**src/rtl/ssi_pkg.sv**
```systemverilog
package ssi_pkg;
  localparam logic [2:0] SEL_COMM = 3'b000;
  localparam logic [2:0] SEL_MODE = 3'b001;
  localparam logic [2:0] SEL_FHI  = 3'b010;
  localparam logic [2:0] SEL_FLO  = 3'b011;
  localparam logic [2:0] SEL_DATA = 3'b101;

  typedef enum logic [1:0] {PH_CMD, PH_WR, PH_LD, PH_RD} phase_e;

  // command byte without its ready bit (bit 7)
  typedef struct packed {
    logic [2:0] sel;
    logic       rd;
    logic [2:0] chan;
  } cmd_t;
endpackage

```
**src/rtl/ssi_sync.sv**
```systemverilog
module ssi_sync #(
  parameter int SYNC = 2
) (
  input  logic clk_i,
  input  logic rst_ni,
  input  logic sclk_i,
  input  logic cs_ni,
  input  logic sdi_i,
  input  logic pol_i,
  output logic lead_o,
  output logic cs_act_o,
  output logic sdi_o
);
  logic [SYNC:0]   clk_sh_q;
  logic [SYNC-1:0] cs_sh_q;
  logic [SYNC-1:0] sdi_sh_q;

  always_ff @(posedge clk_i or negedge rst_ni) begin
    if (!rst_ni) begin
      clk_sh_q <= '0;
      cs_sh_q  <= '1;
      sdi_sh_q <= '0;
    end else begin
      // polarity folded in so the leading edge is always a rise
      clk_sh_q <= {clk_sh_q[SYNC-1:0], sclk_i ^ pol_i};
      cs_sh_q  <= {cs_sh_q[SYNC-2:0], cs_ni};
      sdi_sh_q <= {sdi_sh_q[SYNC-2:0], sdi_i};
    end
  end

  assign lead_o   = clk_sh_q[SYNC-1] & ~clk_sh_q[SYNC];
  assign cs_act_o = ~cs_sh_q[SYNC-1];
  assign sdi_o    = sdi_sh_q[SYNC-1];
endmodule

```
**src/rtl/ssi_frame.sv**
```systemverilog
module ssi_frame
  import ssi_pkg::*;
#(
  parameter int DATA_W = 24,
  parameter int CTRL_W = 8
) (
  input  logic              clk_i,
  input  logic              rst_ni,
  input  logic              lead_i,
  input  logic              cs_act_i,
  input  logic              sdi_i,
  input  logic [DATA_W-1:0] rd_word_i,
  output logic              sdo_o,
  output cmd_t              cmd_o,
  output logic              wr_stb_o,
  output logic [CTRL_W-1:0] wr_data_o,
  output logic              rd_start_o,
  output logic              rd_done_o
);
  localparam int CNT_W = $clog2(DATA_W + 1);
  localparam logic [CNT_W-1:0] LAST_D = CNT_W'(DATA_W - 1);
  localparam logic [CNT_W-1:0] LAST_C = CNT_W'(CTRL_W - 1);

  phase_e            phase_q;
  logic [CNT_W-1:0]  cnt_q;
  logic [DATA_W-1:0] sh_q;
  cmd_t              cmd_q;
  logic              cmd_stb_q, wr_stb_q, rd_start_q, rd_done_q;

  logic [DATA_W-1:0] shin;
  cmd_t              nc;
  phase_e            nc_phase;
  logic [CNT_W-1:0]  last;

  assign shin = {sh_q[DATA_W-2:0], sdi_i};
  assign nc   = cmd_t'(shin[CTRL_W-2:0]);
  assign last = (cmd_q.sel == SEL_DATA) ? LAST_D : LAST_C;

  always_comb begin
    if (nc.rd)                  nc_phase = PH_LD;
    else if (nc.sel == SEL_COMM) nc_phase = PH_CMD;
    else                        nc_phase = PH_WR;
  end

  always_ff @(posedge clk_i or negedge rst_ni) begin
    if (!rst_ni) begin
      phase_q    <= PH_CMD;
      cnt_q      <= '0;
      sh_q       <= '0;
      cmd_q      <= '0;
      cmd_stb_q  <= 1'b0;
      wr_stb_q   <= 1'b0;
      rd_start_q <= 1'b0;
      rd_done_q  <= 1'b0;
    end else begin
      cmd_stb_q  <= 1'b0;
      wr_stb_q   <= 1'b0;
      rd_start_q <= 1'b0;
      rd_done_q  <= 1'b0;
      if (!cs_act_i) begin
        phase_q <= PH_CMD;
        cnt_q   <= '0;
      end else if (phase_q == PH_LD) begin
        sh_q       <= rd_word_i;
        phase_q    <= PH_RD;
        rd_start_q <= 1'b1;
      end else if (lead_i) begin
        unique case (phase_q)
          PH_CMD: begin
            sh_q <= shin;
            if (cnt_q == LAST_C) begin
              cmd_q     <= nc;
              cmd_stb_q <= 1'b1;
              cnt_q     <= '0;
              phase_q   <= nc_phase;
            end else begin
              cnt_q <= cnt_q + CNT_W'(1);
            end
          end
          PH_WR: begin
            sh_q <= shin;
            if (cnt_q == last) begin
              wr_stb_q <= 1'b1;
              cnt_q    <= '0;
              phase_q  <= PH_CMD;
            end else begin
              cnt_q <= cnt_q + CNT_W'(1);
            end
          end
          PH_RD: begin
            // sdi is not sampled while reading
            sh_q <= {sh_q[DATA_W-2:0], 1'b0};
            if (cnt_q == last) begin
              rd_done_q <= 1'b1;
              cnt_q     <= '0;
              phase_q   <= PH_CMD;
            end else begin
              cnt_q <= cnt_q + CNT_W'(1);
            end
          end
          default: ;
        endcase
      end
    end
  end

  assign sdo_o      = (phase_q == PH_RD) & sh_q[DATA_W-1];
  assign cmd_o      = cmd_q;
  assign wr_stb_o   = wr_stb_q;
  assign wr_data_o  = sh_q[CTRL_W-1:0];
  assign rd_start_o = rd_start_q;
  assign rd_done_o  = rd_done_q;

  a_r10_cs_abort: assert property (@(posedge clk_i) disable iff (!rst_ni)
    !cs_act_i |=> (phase_q == PH_CMD && cnt_q == '0));
  a_r5_cnt_bound: assert property (@(posedge clk_i) disable iff (!rst_ni)
    cnt_q <= LAST_D);
  a_r13_comm_write_stays: assert property (@(posedge clk_i) disable iff (!rst_ni)
    (cmd_stb_q && cmd_q.sel == SEL_COMM && !cmd_q.rd) |-> phase_q == PH_CMD);
  a_r8_read_follows_load: assert property (@(posedge clk_i) disable iff (!rst_ni)
    rd_start_q |-> phase_q == PH_RD);
endmodule

```
**src/rtl/ssi_regs.sv**
```systemverilog
module ssi_regs
  import ssi_pkg::*;
#(
  parameter int DATA_W = 24,
  parameter int CTRL_W = 8
) (
  input  logic              clk_i,
  input  logic              rst_ni,
  input  cmd_t              cmd_i,
  input  logic              wr_stb_i,
  input  logic [CTRL_W-1:0] wr_data_i,
  input  logic              rd_start_i,
  input  logic              rd_done_i,
  input  logic              upd_i,
  input  logic [DATA_W-1:0] upd_data_i,
  output logic [DATA_W-1:0] rd_word_o,
  output logic              rdy_n_o,
  output logic              cal_o,
  output logic [CTRL_W-1:0] mode_o,
  output logic [CTRL_W-1:0] fhi_o,
  output logic [CTRL_W-1:0] flo_o
);
  localparam int PAD_W = DATA_W - CTRL_W;

  logic [CTRL_W-1:0] mode_q, fhi_q, flo_q;
  logic [DATA_W-1:0] data_q;
  logic              rdy_n_q, fresh_q, cal_q;
  logic              cal_wr, data_sel;

  assign data_sel = (cmd_i.sel == SEL_DATA);
  assign cal_wr   = wr_stb_i && (cmd_i.sel == SEL_MODE) &&
                    (wr_data_i[CTRL_W-1:CTRL_W-3] != 3'b000);

  always_ff @(posedge clk_i or negedge rst_ni) begin
    if (!rst_ni) begin
      mode_q <= '0;
      fhi_q  <= '0;
      flo_q  <= '0;
    end else if (wr_stb_i) begin
      unique case (cmd_i.sel)
        SEL_MODE: mode_q <= wr_data_i;
        SEL_FHI:  fhi_q  <= wr_data_i;
        SEL_FLO:  flo_q  <= wr_data_i;
        default: ;
      endcase
    end
  end

  always_ff @(posedge clk_i or negedge rst_ni) begin
    if (!rst_ni) data_q <= '0;
    else if (upd_i) data_q <= upd_data_i;
  end

  // fresh: no update since this data read latched its word
  always_ff @(posedge clk_i or negedge rst_ni) begin
    if (!rst_ni) begin
      rdy_n_q <= 1'b1;
      fresh_q <= 1'b0;
      cal_q   <= 1'b0;
    end else begin
      cal_q <= cal_wr;
      if (upd_i)                        fresh_q <= 1'b0;
      else if (rd_start_i && data_sel)  fresh_q <= 1'b1;
      if (cal_wr)                                rdy_n_q <= 1'b1;
      else if (upd_i)                            rdy_n_q <= 1'b0;
      else if (rd_done_i && data_sel && fresh_q) rdy_n_q <= 1'b1;
    end
  end

  always_comb begin
    unique case (cmd_i.sel)
      SEL_COMM: rd_word_o = {rdy_n_q, cmd_i, {PAD_W{1'b0}}};
      SEL_MODE: rd_word_o = {mode_q, {PAD_W{1'b0}}};
      SEL_FHI:  rd_word_o = {fhi_q, {PAD_W{1'b0}}};
      SEL_FLO:  rd_word_o = {flo_q, {PAD_W{1'b0}}};
      SEL_DATA: rd_word_o = data_q;
      default:  rd_word_o = '0;
    endcase
  end

  assign rdy_n_o = rdy_n_q;
  assign cal_o   = cal_q;
  assign mode_o  = mode_q;
  assign fhi_o   = fhi_q;
  assign flo_o   = flo_q;

  a_r12_cal_single: assert property (@(posedge clk_i) disable iff (!rst_ni)
    cal_q |=> !cal_q);
  a_r12_cal_rdy_high: assert property (@(posedge clk_i) disable iff (!rst_ni)
    cal_q |-> rdy_n_q);
  a_r6_upd_lowers_rdy: assert property (@(posedge clk_i) disable iff (!rst_ni)
    (upd_i && !cal_wr) |=> !rdy_n_q);
  a_r7_rdy_rise_cause: assert property (@(posedge clk_i) disable iff (!rst_ni)
    $rose(rdy_n_q) |-> $past(rd_done_i || cal_wr));
  a_r11_data_read_only: assert property (@(posedge clk_i) disable iff (!rst_ni)
    !upd_i |=> $stable(data_q));
endmodule

```
**src/rtl/ssi_cmd_slave.sv**
```systemverilog
module ssi_cmd_slave
  import ssi_pkg::*;
#(
  parameter int DATA_W = 24,
  parameter int CTRL_W = 8,
  parameter int SYNC   = 2
) (
  input  logic              clk_i,
  input  logic              rst_ni,
  input  logic              sclk_i,
  input  logic              cs_ni,
  input  logic              sdi_i,
  input  logic              pol_i,
  input  logic              upd_i,
  input  logic [DATA_W-1:0] upd_data_i,
  output logic              sdo_o,
  output logic              rdy_no,
  output logic              cal_start_o,
  output logic [2:0]        chan_o,
  output logic [CTRL_W-1:0] mode_o,
  output logic [CTRL_W-1:0] filt_hi_o,
  output logic [CTRL_W-1:0] filt_lo_o
);
  logic              lead, cs_act, sdi_s;
  logic [DATA_W-1:0] rd_word;
  cmd_t              cmd;
  logic              wr_stb, rd_start, rd_done;
  logic [CTRL_W-1:0] wr_data;

  ssi_sync #(.SYNC(SYNC)) u_sync (
    .clk_i    (clk_i),
    .rst_ni   (rst_ni),
    .sclk_i   (sclk_i),
    .cs_ni    (cs_ni),
    .sdi_i    (sdi_i),
    .pol_i    (pol_i),
    .lead_o   (lead),
    .cs_act_o (cs_act),
    .sdi_o    (sdi_s)
  );

  ssi_frame #(.DATA_W(DATA_W), .CTRL_W(CTRL_W)) u_frame (
    .clk_i      (clk_i),
    .rst_ni     (rst_ni),
    .lead_i     (lead),
    .cs_act_i   (cs_act),
    .sdi_i      (sdi_s),
    .rd_word_i  (rd_word),
    .sdo_o      (sdo_o),
    .cmd_o      (cmd),
    .wr_stb_o   (wr_stb),
    .wr_data_o  (wr_data),
    .rd_start_o (rd_start),
    .rd_done_o  (rd_done)
  );

  ssi_regs #(.DATA_W(DATA_W), .CTRL_W(CTRL_W)) u_regs (
    .clk_i      (clk_i),
    .rst_ni     (rst_ni),
    .cmd_i      (cmd),
    .wr_stb_i   (wr_stb),
    .wr_data_i  (wr_data),
    .rd_start_i (rd_start),
    .rd_done_i  (rd_done),
    .upd_i      (upd_i),
    .upd_data_i (upd_data_i),
    .rd_word_o  (rd_word),
    .rdy_n_o    (rdy_no),
    .cal_o      (cal_start_o),
    .mode_o     (mode_o),
    .fhi_o      (filt_hi_o),
    .flo_o      (filt_lo_o)
  );

  assign chan_o = cmd.chan;
endmodule

```
**config.mk**
```make
export PLATFORM = sky130hd
export DESIGN_NAME = ssi_cmd_slave
export DESIGN_NICKNAME = d
export VERILOG_FILES = /design/src/rtl/ssi_pkg.sv /design/src/rtl/ssi_sync.sv /design/src/rtl/ssi_frame.sv /design/src/rtl/ssi_regs.sv /design/src/rtl/ssi_cmd_slave.sv
export SDC_FILE = /design/constraint.sdc
export NUM_CORES = 1
export LEC_CHECK = 0
export CAP_MARGIN = 15
export CORE_UTILIZATION = 57
export CTS_BUF_LIST = sky130_fd_sc_hd__clkbuf_2 sky130_fd_sc_hd__clkbuf_4 sky130_fd_sc_hd__clkbuf_8
export DETAILED_ROUTE_END_ITERATION = 7
export PLACE_DENSITY = 0.84
export SETUP_SLACK_MARGIN = 0.05
export SYNTH_ARGS = -nofsm -noshare
export SYNTH_HDL_FRONTEND = slang
export SYNTH_HIERARCHICAL = 1
export SYNTH_SLANG_ARGS = --single-unit
```
**constraint.sdc**
```tcl
create_clock -name clk_i -period 2.6 [get_ports clk_i]
set_input_delay 0.26 -clock clk_i [delete_from_list [all_inputs] [get_ports clk_i]]
set_output_delay 0.26 -clock clk_i [all_outputs]
set_load 0.02 [all_outputs]
```
After elaboration in Yosys (flattened, before gate mapping)
Index checks and enable logic that the tools add are counted.

$add $sub $neg: 1. Equality and inequality tests: 12. Multiplexer cells: 35. Bitwise operators: 6. Reduce and logical (&&, ||, !) cells: 26.

Operators by type and width (count): 24-bit one-hot mux with 5 select lines (1); 24-bit two-way mux (2); 24-bit one-hot mux with 2 select lines (1); 5-bit two-way mux (6); 1-bit two-way mux (17); 3-bit nonzero test (5); 2-bit two-way mux (6); 5-bit one-hot mux with 2 select lines (1); 3-bit by 2-bit == test with 1-bit output, second input constant (2); 3-bit zero test (2); 2-bit AND reduction (3); 3-bit AND reduction (2); 2-bit nonzero test (3); 5-bit by 1-bit adder with 5-bit output, second input constant (1); 5-bit by 3-bit == test with 1-bit output, second input constant (1); 5-bit == test (1); 1-bit logical AND (5); 5-bit AND reduction (1); 2-bit == test, second input constant (2); 4-bit by 1-bit != test with 1-bit output, second input constant (1); 4-bit by 2-bit != test with 1-bit output, second input constant (1); 2-bit one-hot mux with 2 select lines (1); 4-bit AND reduction (1); 4-bit nonzero test (1); other kinds (9) (13).

Flip-flop bits (word level): 99. Output and inout port bits: 30. Word-level logic and storage cells: 99.

Logic depth before layout (Yosys ltp)
Gate-level depths: netlist of the first run.

Depth after elaboration: 8. Gate-level depth with buffers: 8. Mapped depth without buffers: 5.

Hierarchy
The synthesis of the first run kept the hierarchy.

By module, submodules not included: ssi_regs (times used 1, cells each 178, area each 2419.8 µm², seq. area each 1277.5 µm²); ssi_frame (times used 1, cells each 188, area each 1976.9 µm², seq. area each 1026.0 µm²); ssi_sync (times used 1, cells each 10, area each 196.4 µm², seq. area each 177.7 µm²).

Worst setup path after synthesis of the first run
No wires, ideal clock.

Path kind: reg2reg. From: reg u_sync.clk_sh_q[2]. To: reg u_frame.cmd_q, in the netlist u_frame/cmd_o[0]. Setup time: 0.125 ns. Arrival: 1.825 ns. Slack: 0.650 ns. Cell stages (with the launch flop): 6. Path buffers: 0. Period minus slack after synthesis: 1.950 ns. Path through: dfrtp_1 -> nor2b_1 -> nand2_1 -> or4b_4 -> nor2_4 -> mux2_2.

Word-level cells in the longest chain between the ends: 3.

Ends and longest elaborated chain: start, declared (line ssi_sync.sv:14) `logic [SYNC:0] clk_sh_q;`; start signal, assigned (line ssi_sync.sv:25) `clk_sh_q <= {clk_sh_q[SYNC-1:0], sclk_i ^ pol_i};`; 1-bit NOT (line ssi_sync.sv:31) `assign lead_o = clk_sh_q[SYNC-1] & ~clk_sh_q[SYNC];`; 1-bit bitwise AND (line ssi_sync.sv:31); net lead (line ssi_cmd_slave.sv:24) `logic lead, cs_act, sdi_s;`; 5-bit AND reduction (no source line); end signal, assigned (line ssi_frame.sv:72) `cmd_q <= nc;`; end, declared (line ssi_frame.sv:27) `cmd_t cmd_q;`.

The timed path passes the listed nets, and every way through them passes these cells. A chain may end at the register's enable or synchronous reset.

Worst setup path in the final report of the first run
From: reg u_sync.clk_sh_q[1]. To: reg u_frame.cmd_q, in the netlist u_frame/cmd_o[2].

Word-level cells in the longest chain between the ends: 2.

Ends and longest elaborated chain (line): 1-bit bitwise AND (ssi_sync.sv:31); net lead (ssi_cmd_slave.sv:24); 5-bit AND reduction (no source line).

The timed path passes the listed nets, and every way through them passes these cells.

==> flow_summary.ini, run 1 <==
[synth]
synth_cells = 376
synth_compound_area_frac = 0.0730
yosys_warnings = 6
synth_ff_type = dfrtp_1
synth_fp_nets = 408
synth_edf_count = 0
synthAdderAreaFrac = 0.00272
muxShareOfSynthArea = 0.210
synth_top_family_by_area = multiplexers
synth_cell_type_count = 45
yosys.area_share.simple = 0.122
synth_area_mm2 = 0.00459
syn_area_per_cell_um2 = 12.2
synth-xor-area-share = 0.00572
synthArstFlopShare = 1.00
ys_ff_latch = 99
ys_seq_area_frac = 0.540

[pwr]
power.density_mw_per_mm2 = 592
clock_power_share = 0.368
p_leak_nw = 2.38
netSwitchingPower_w = 0.000778
combPwrFrac = 0.080
power_frac_seq = 0.553
ir_worst_vdd_v = 0.000354
p_int_w = 0.00247
sw_frac_of_total = 0.240

[sta]
tightest_slew_ps = 673
fmax_ghz = 0.502
totalNegativeSetupSlack_ps = 0
setup_viol = 0
final-hold-violation-count = 0
min_period_ps = 1990
fin_skew_ps = 11.2
drv_slew = 0
slew_headroom = 0.551
min_period_over_period = 0.767
rsz0062_at_grt = false

[placement]
dp_hpwl_um = 6520
gp_congestion = 0.911
place_inst = 519
place_area_mm2 = 0.00522
io_buffer_count = 60

[cells_and_area]
layout_commonest_cell = dfrtp_1
drive_gt1_frac = 0.224
nNetsFinal = 461
fillers = 554
layout.cells.non_filler = 536
fin_area_mm2 = 0.00548
area_growth_pct = 19.4
final_cell_mix = dfrtp_1 (96), mux2_2 (60), clkdlybuf4s50_1 (59)
diodes = 0

[job]
max-cap-violations = 0

[setup_path]
cp_num_buf_inv = 1
start_kind = register
crit_type = reg2reg
cpPeakStageDelay_ps = 550
end_kind = register
crit_slowest_cell = or4b_4
worstPathRequired_ps = 2850
worst_ep_arrival_time_ps = 2240
critPathTopFamily = simple AND/OR/NAND/NOR gates
cp_cell_sequence = nor2b_1 -> buf_4 -> nand2_1 -> or4b_4 -> nor2_4 -> mux2_2
path_max_fanout = 7

[die]
num_rows = 32
io_pins = 61
die_w_um = 91.8
die-area_mm2 = 0.00842
die_h_um = 91.8
core_region_area_mm2 = 0.00777
initial_core_util = 0.591

[grt]
antenna_found_initial = 0
grt_overflow_total = 0
grt_pass1_vias = 3055
grt_pass1_wl_um = 15500
grt_usage = 0.239
grt_max_degree = 49

[min_path]
hp-class = in2reg

[clock_network]
h-tree-depth = 3
clockBufferDepth = 2
clk_latency_ps = 360
cts_resized = 0
cts_tree = yes
numCtsBuffers = 9
clk_pin_slew_ps = 90
clockRootBuffer = clkbuf_8
clkSinkCount = 99
post_cts_buffers = 0
hold_buffers = 1

[drt]
ant_nets = 0
drc_errors = 0
drt-total-wl_um = 9260
wl_per_cell_um = 17.3
vias = 3076
first_pass_iters = 4
viasPerCell = 5.74
dr.first_iter.drc_count = 191

[outcome]
outcome = completed
## sequential cells by signal (all words and copies together) (netlist names), 2 cells and up
register / cells
u_frame/cnt_q: 5
u_regs/data_q: 24
u_regs/flo_o: 8
u_frame/cmd_o: 7
u_sync/cs_sh_q: 2
u_regs/mode_o: 8
u_sync/clk_sh_q: 3
u_frame/sh_q: 24
u_frame/phase_q: 2
u_regs/fhi_o: 8
u_sync/sdi_sh_q: 2
## power groups by stage
stage                     combinational [W]  clock (W)  sequential (W)
after floorplan                    0.000231          0         0.00173
after global placement             0.000246          0         0.00181
after detailed placement           0.000259          0         0.00182
after CTS                          0.000262    0.00121         0.00179
after global routing               0.000295    0.00127         0.00181
final                              0.000259    0.00119         0.00179
## logic make-up after synthesis
kind of cell             after synthesis
multiplexers                          89
AO/OA/AOI/OAI                         50
adder cells (fa/ha/maj)                1
XOR/XNOR                               3
flip-flops                            99
buffers and inverters                 36
AND/OR/NAND/NOR                       98
## metal layers
metal | global-route usage | up-vias | part of all wire
met3 | 0.0332 | 21 | 0.048
li1 | - | 1438 | -
met5 | 0 | - | 0
met2 | 0.364 | 110 | 0.45
met1 | 0.348 | 1507 | 0.48
met4 | 0.0977 | 0 | 0.019
## area by class of cell
class                           instances  area (um2)  area share
Inverter                                8        30.0     0.00548
Tap cell                              102         128      0.0233
Sequential cell                        99        2480       0.452
Timing Repair Buffer                   70         688       0.125
Clock inverter                          4        97.6      0.0178
Multi-Input combinational cell        241        1910       0.348
Clock buffer                           12         153      0.0278
## Yosys cell counts, drive strengths merged, types with 4 or more instances
cell type  count  area, um2
mux2i         29        290
nor2b          6       37.5
nand2b         7       43.8
nor3           4       20.0
buf           25        169
o221ai         5       43.8
a22oi          6       45.0
nand2         33        124
inv            8       30.0
o21ai         24        120
dfrtp         96       2400
mux2          60        676
nand3          9       45.0
nor2          10       45.0
and2          16        100
## metrics by stage
stage	setup WS [ps]	utilization	power, W	hold WS, ps
2_1_floorplan	650	-	0.00196	-35.6
3_3_place_gp	681	0.673	0.00206	318
3_5_place_dp	629	0.673	0.00208	322
4_1_cts	609	0.706	0.00326	292
5_1_grt	496	0.706	0.00337	309
6_report	607	0.706	0.00325	301
## worst paths after layout
kind	from	to	slack, ps	cells past startpoint
min	cs_ni	u_sync/cs_sh_q[0]	300	1
max	u_sync/clk_sh_q[1]	u_frame/cmd_o[2]	610	6
max reg2reg	u_sync/clk_sh_q[1]	u_frame/cmd_o[2]	610	6
min reg2reg	u_sync/cs_sh_q[0]	u_sync/cs_sh_q[1]	360	0
min in group asynchronous	rst_ni	u_regs/flo_o[5]	450	2
max in group asynchronous	rst_ni	u_sync/cs_sh_q[1]	1450	3
(Power assumes the default switching activity.)
==> inputs of run 2 (changes only) <==
clock period = 1.9 ns   (was 2.6 ns; I/O delays follow)
==> run 2 against run 1 <==
Compared with the run above: sequential power grew 37%; largest cell class unchanged; critical path type unchanged; final cell count grew 3.9%; register-to-register slack lost 610 ps; hold slack lost 64 ps; design area grew 2.7%; sequential share of layout area shrank 1.2 points; first-iteration DRC count shrank 13%; fmax grew 5.0%; sequential cell count is the same; combinational power grew 47%.
==> flow_summary.ini, run 2 (synthesis gave the netlist of run 1 again) <==
[die]
num_rows = 32
io_pins = 61
die_w_um = 91.8
initial_core_util = 0.591
die-area_mm2 = 0.00842
core_region_area_mm2 = 0.00777
die_h_um = 91.8

[sta]
tightest_slew_ps = 483
fin_skew_ps = 17.2
min_period_ps = 1900
setup_viol = 0
min_period_over_period = 0.999
rsz0062_at_grt = true
slew_headroom = 0.678
drv_slew = 0
fmax_ghz = 0.527
final-hold-violation-count = 0

[clock_network]
clockRootBuffer = clkbuf_8
h-tree-depth = 3
clockBufferDepth = 2
clkSinkCount = 99
clk_pin_slew_ps = 90
cts_tree = yes
clk_latency_ps = 360
numCtsBuffers = 9

[setup_path]
crit_type = reg2reg
worst_ep_arrival_time_ps = 2140
start_kind = register
r2r_slack_ps = 2
end_kind = register
worstPathRequired_ps = 2140
rr_worst_depth = 5
path_max_fanout = 7

[drt]
wl_per_cell_um = 16.5
drc_errors = 0
vias = 3158
viasPerCell = 5.67
first_pass_iters = 5
dr.first_iter.drc_count = 167
ant_nets = 0
drt-total-wl_um = 9190

[cells_and_area]
layout_commonest_cell = dfrtp_1
fillers = 520
drive_gt1_frac = 0.266
seq_area_mm2 = 0.00248
postLayoutCoreUtil = 0.725
area_growth_pct = 22.6
reg.largest.list = u_frame/sh_q (24), u_regs/data_q (24)
final_cell_mix = dfrtp_1 (95), mux2_2 (59), clkdlybuf4s50_1 (58)
nNetsFinal = 482
diodes = 0
multiInputGateArea_mm2 = 0.00192

[pwr]
power_frac_seq = 0.571
p_leak_nw = 2.49
power.density_mw_per_mm2 = 764
netSwitchingPower_w = 0.00110
sw_frac_of_total = 0.256
combPwrFrac = 0.089
ir_worst_vdd_v = 0.000529
clock_power_share = 0.341
p_int_w = 0.00320
total_power_w = 0.00430

[placement]
dp_hpwl_um = 6490
io_buffer_count = 60
gp_congestion = 0.890

[job]
max-cap-violations = 0

[min_path]
hold_depth = 1
hp-class = in2reg

[grt]
grt_pass1_wl_um = 15400
grt_max_degree = 66
grt_pass1_vias = 3170
antenna_found_initial = 0
grt_usage = 0.235
grt_overflow_total = 0

[outcome]
outcome = completed
## run 2: cell type report
class	instances	area share
Inverter	8	0.00533
Sequential cell	99	0.441
Multi-Input combinational cell	241	0.341
Timing Repair Buffer	91	0.151
Clock inverter	7	0.0171
Clock buffer	9	0.0220
Tap cell	102	0.0227
## run 2: what timing repair did
item	4_1_cts	5_1_grt
gates resized for setup	0	5
hold buffers	1	0
setup buffers	2	3
setup endpoints to repair	7	16
pin swaps	1	3
endpoints found under the hold margin	27	0
## run 2: power groups by stage
stage	sequential (W)	clock, W	combinational, W
floorplan	0.00237	0	0.000317
global placement	0.00247	0	0.000347
detailed placement	0.00249	0	0.000366
CTS	0.00245	0.00149	0.000373
global route	0.00248	0.00158	0.000431
finish	0.00246	0.00147	0.000381
## run 2: path summary, 6_finish.rpt
path | start | end
setup / recovery | u_sync/clk_sh_q[2] | u_frame/cmd_o[4]
hold / removal | cs_ni | u_sync/cs_sh_q[0]
setup reg to reg | u_sync/clk_sh_q[2] | u_frame/cmd_o[4]
hold reg to reg | u_sync/clk_sh_q[0] | u_sync/clk_sh_q[1]
max in group asynchronous | rst_ni | u_regs/rdy_n_o
min in group asynchronous | rst_ni | u_regs/mode_o[5]
## run 2: metal layers
| layer | vias to the layer above | share of wire | global-route usage |
|---|---|---|---|
| li1 | 1471 | - | - |
| met1 | 1572 | 0.46 | 0.316 |
| met2 | 106 | 0.48 | 0.389 |
| met3 | 9 | 0.053 | 0.0580 |
| met4 | 0 | 0.0097 | 0.0547 |
| met5 | - | 0 | 0 |
## run 2: worst max-delay path, stage by stage (launching register included)
cell	delay [ps]
dfrtp_1	390
nor2b_2	150
nand2_1	110
or4b_4	550
nor2_4	220
mux2_2	370
## run 2: through the flow
stage	cell area, um2	TNS (ps)	hold WS [ps]	cells	worst slack [ps]
3_3_place_gp	5350	0	138	535	87.7
3_5_place_dp	5350	0	140	535	36.4
6_report	5630	0	238	557	1.59
4_1_cts	5590	0	230	554	44.4
2_1_floorplan	4600	0	-106	376	51.9
5_1_grt	5630	-173	225	557	-49.3
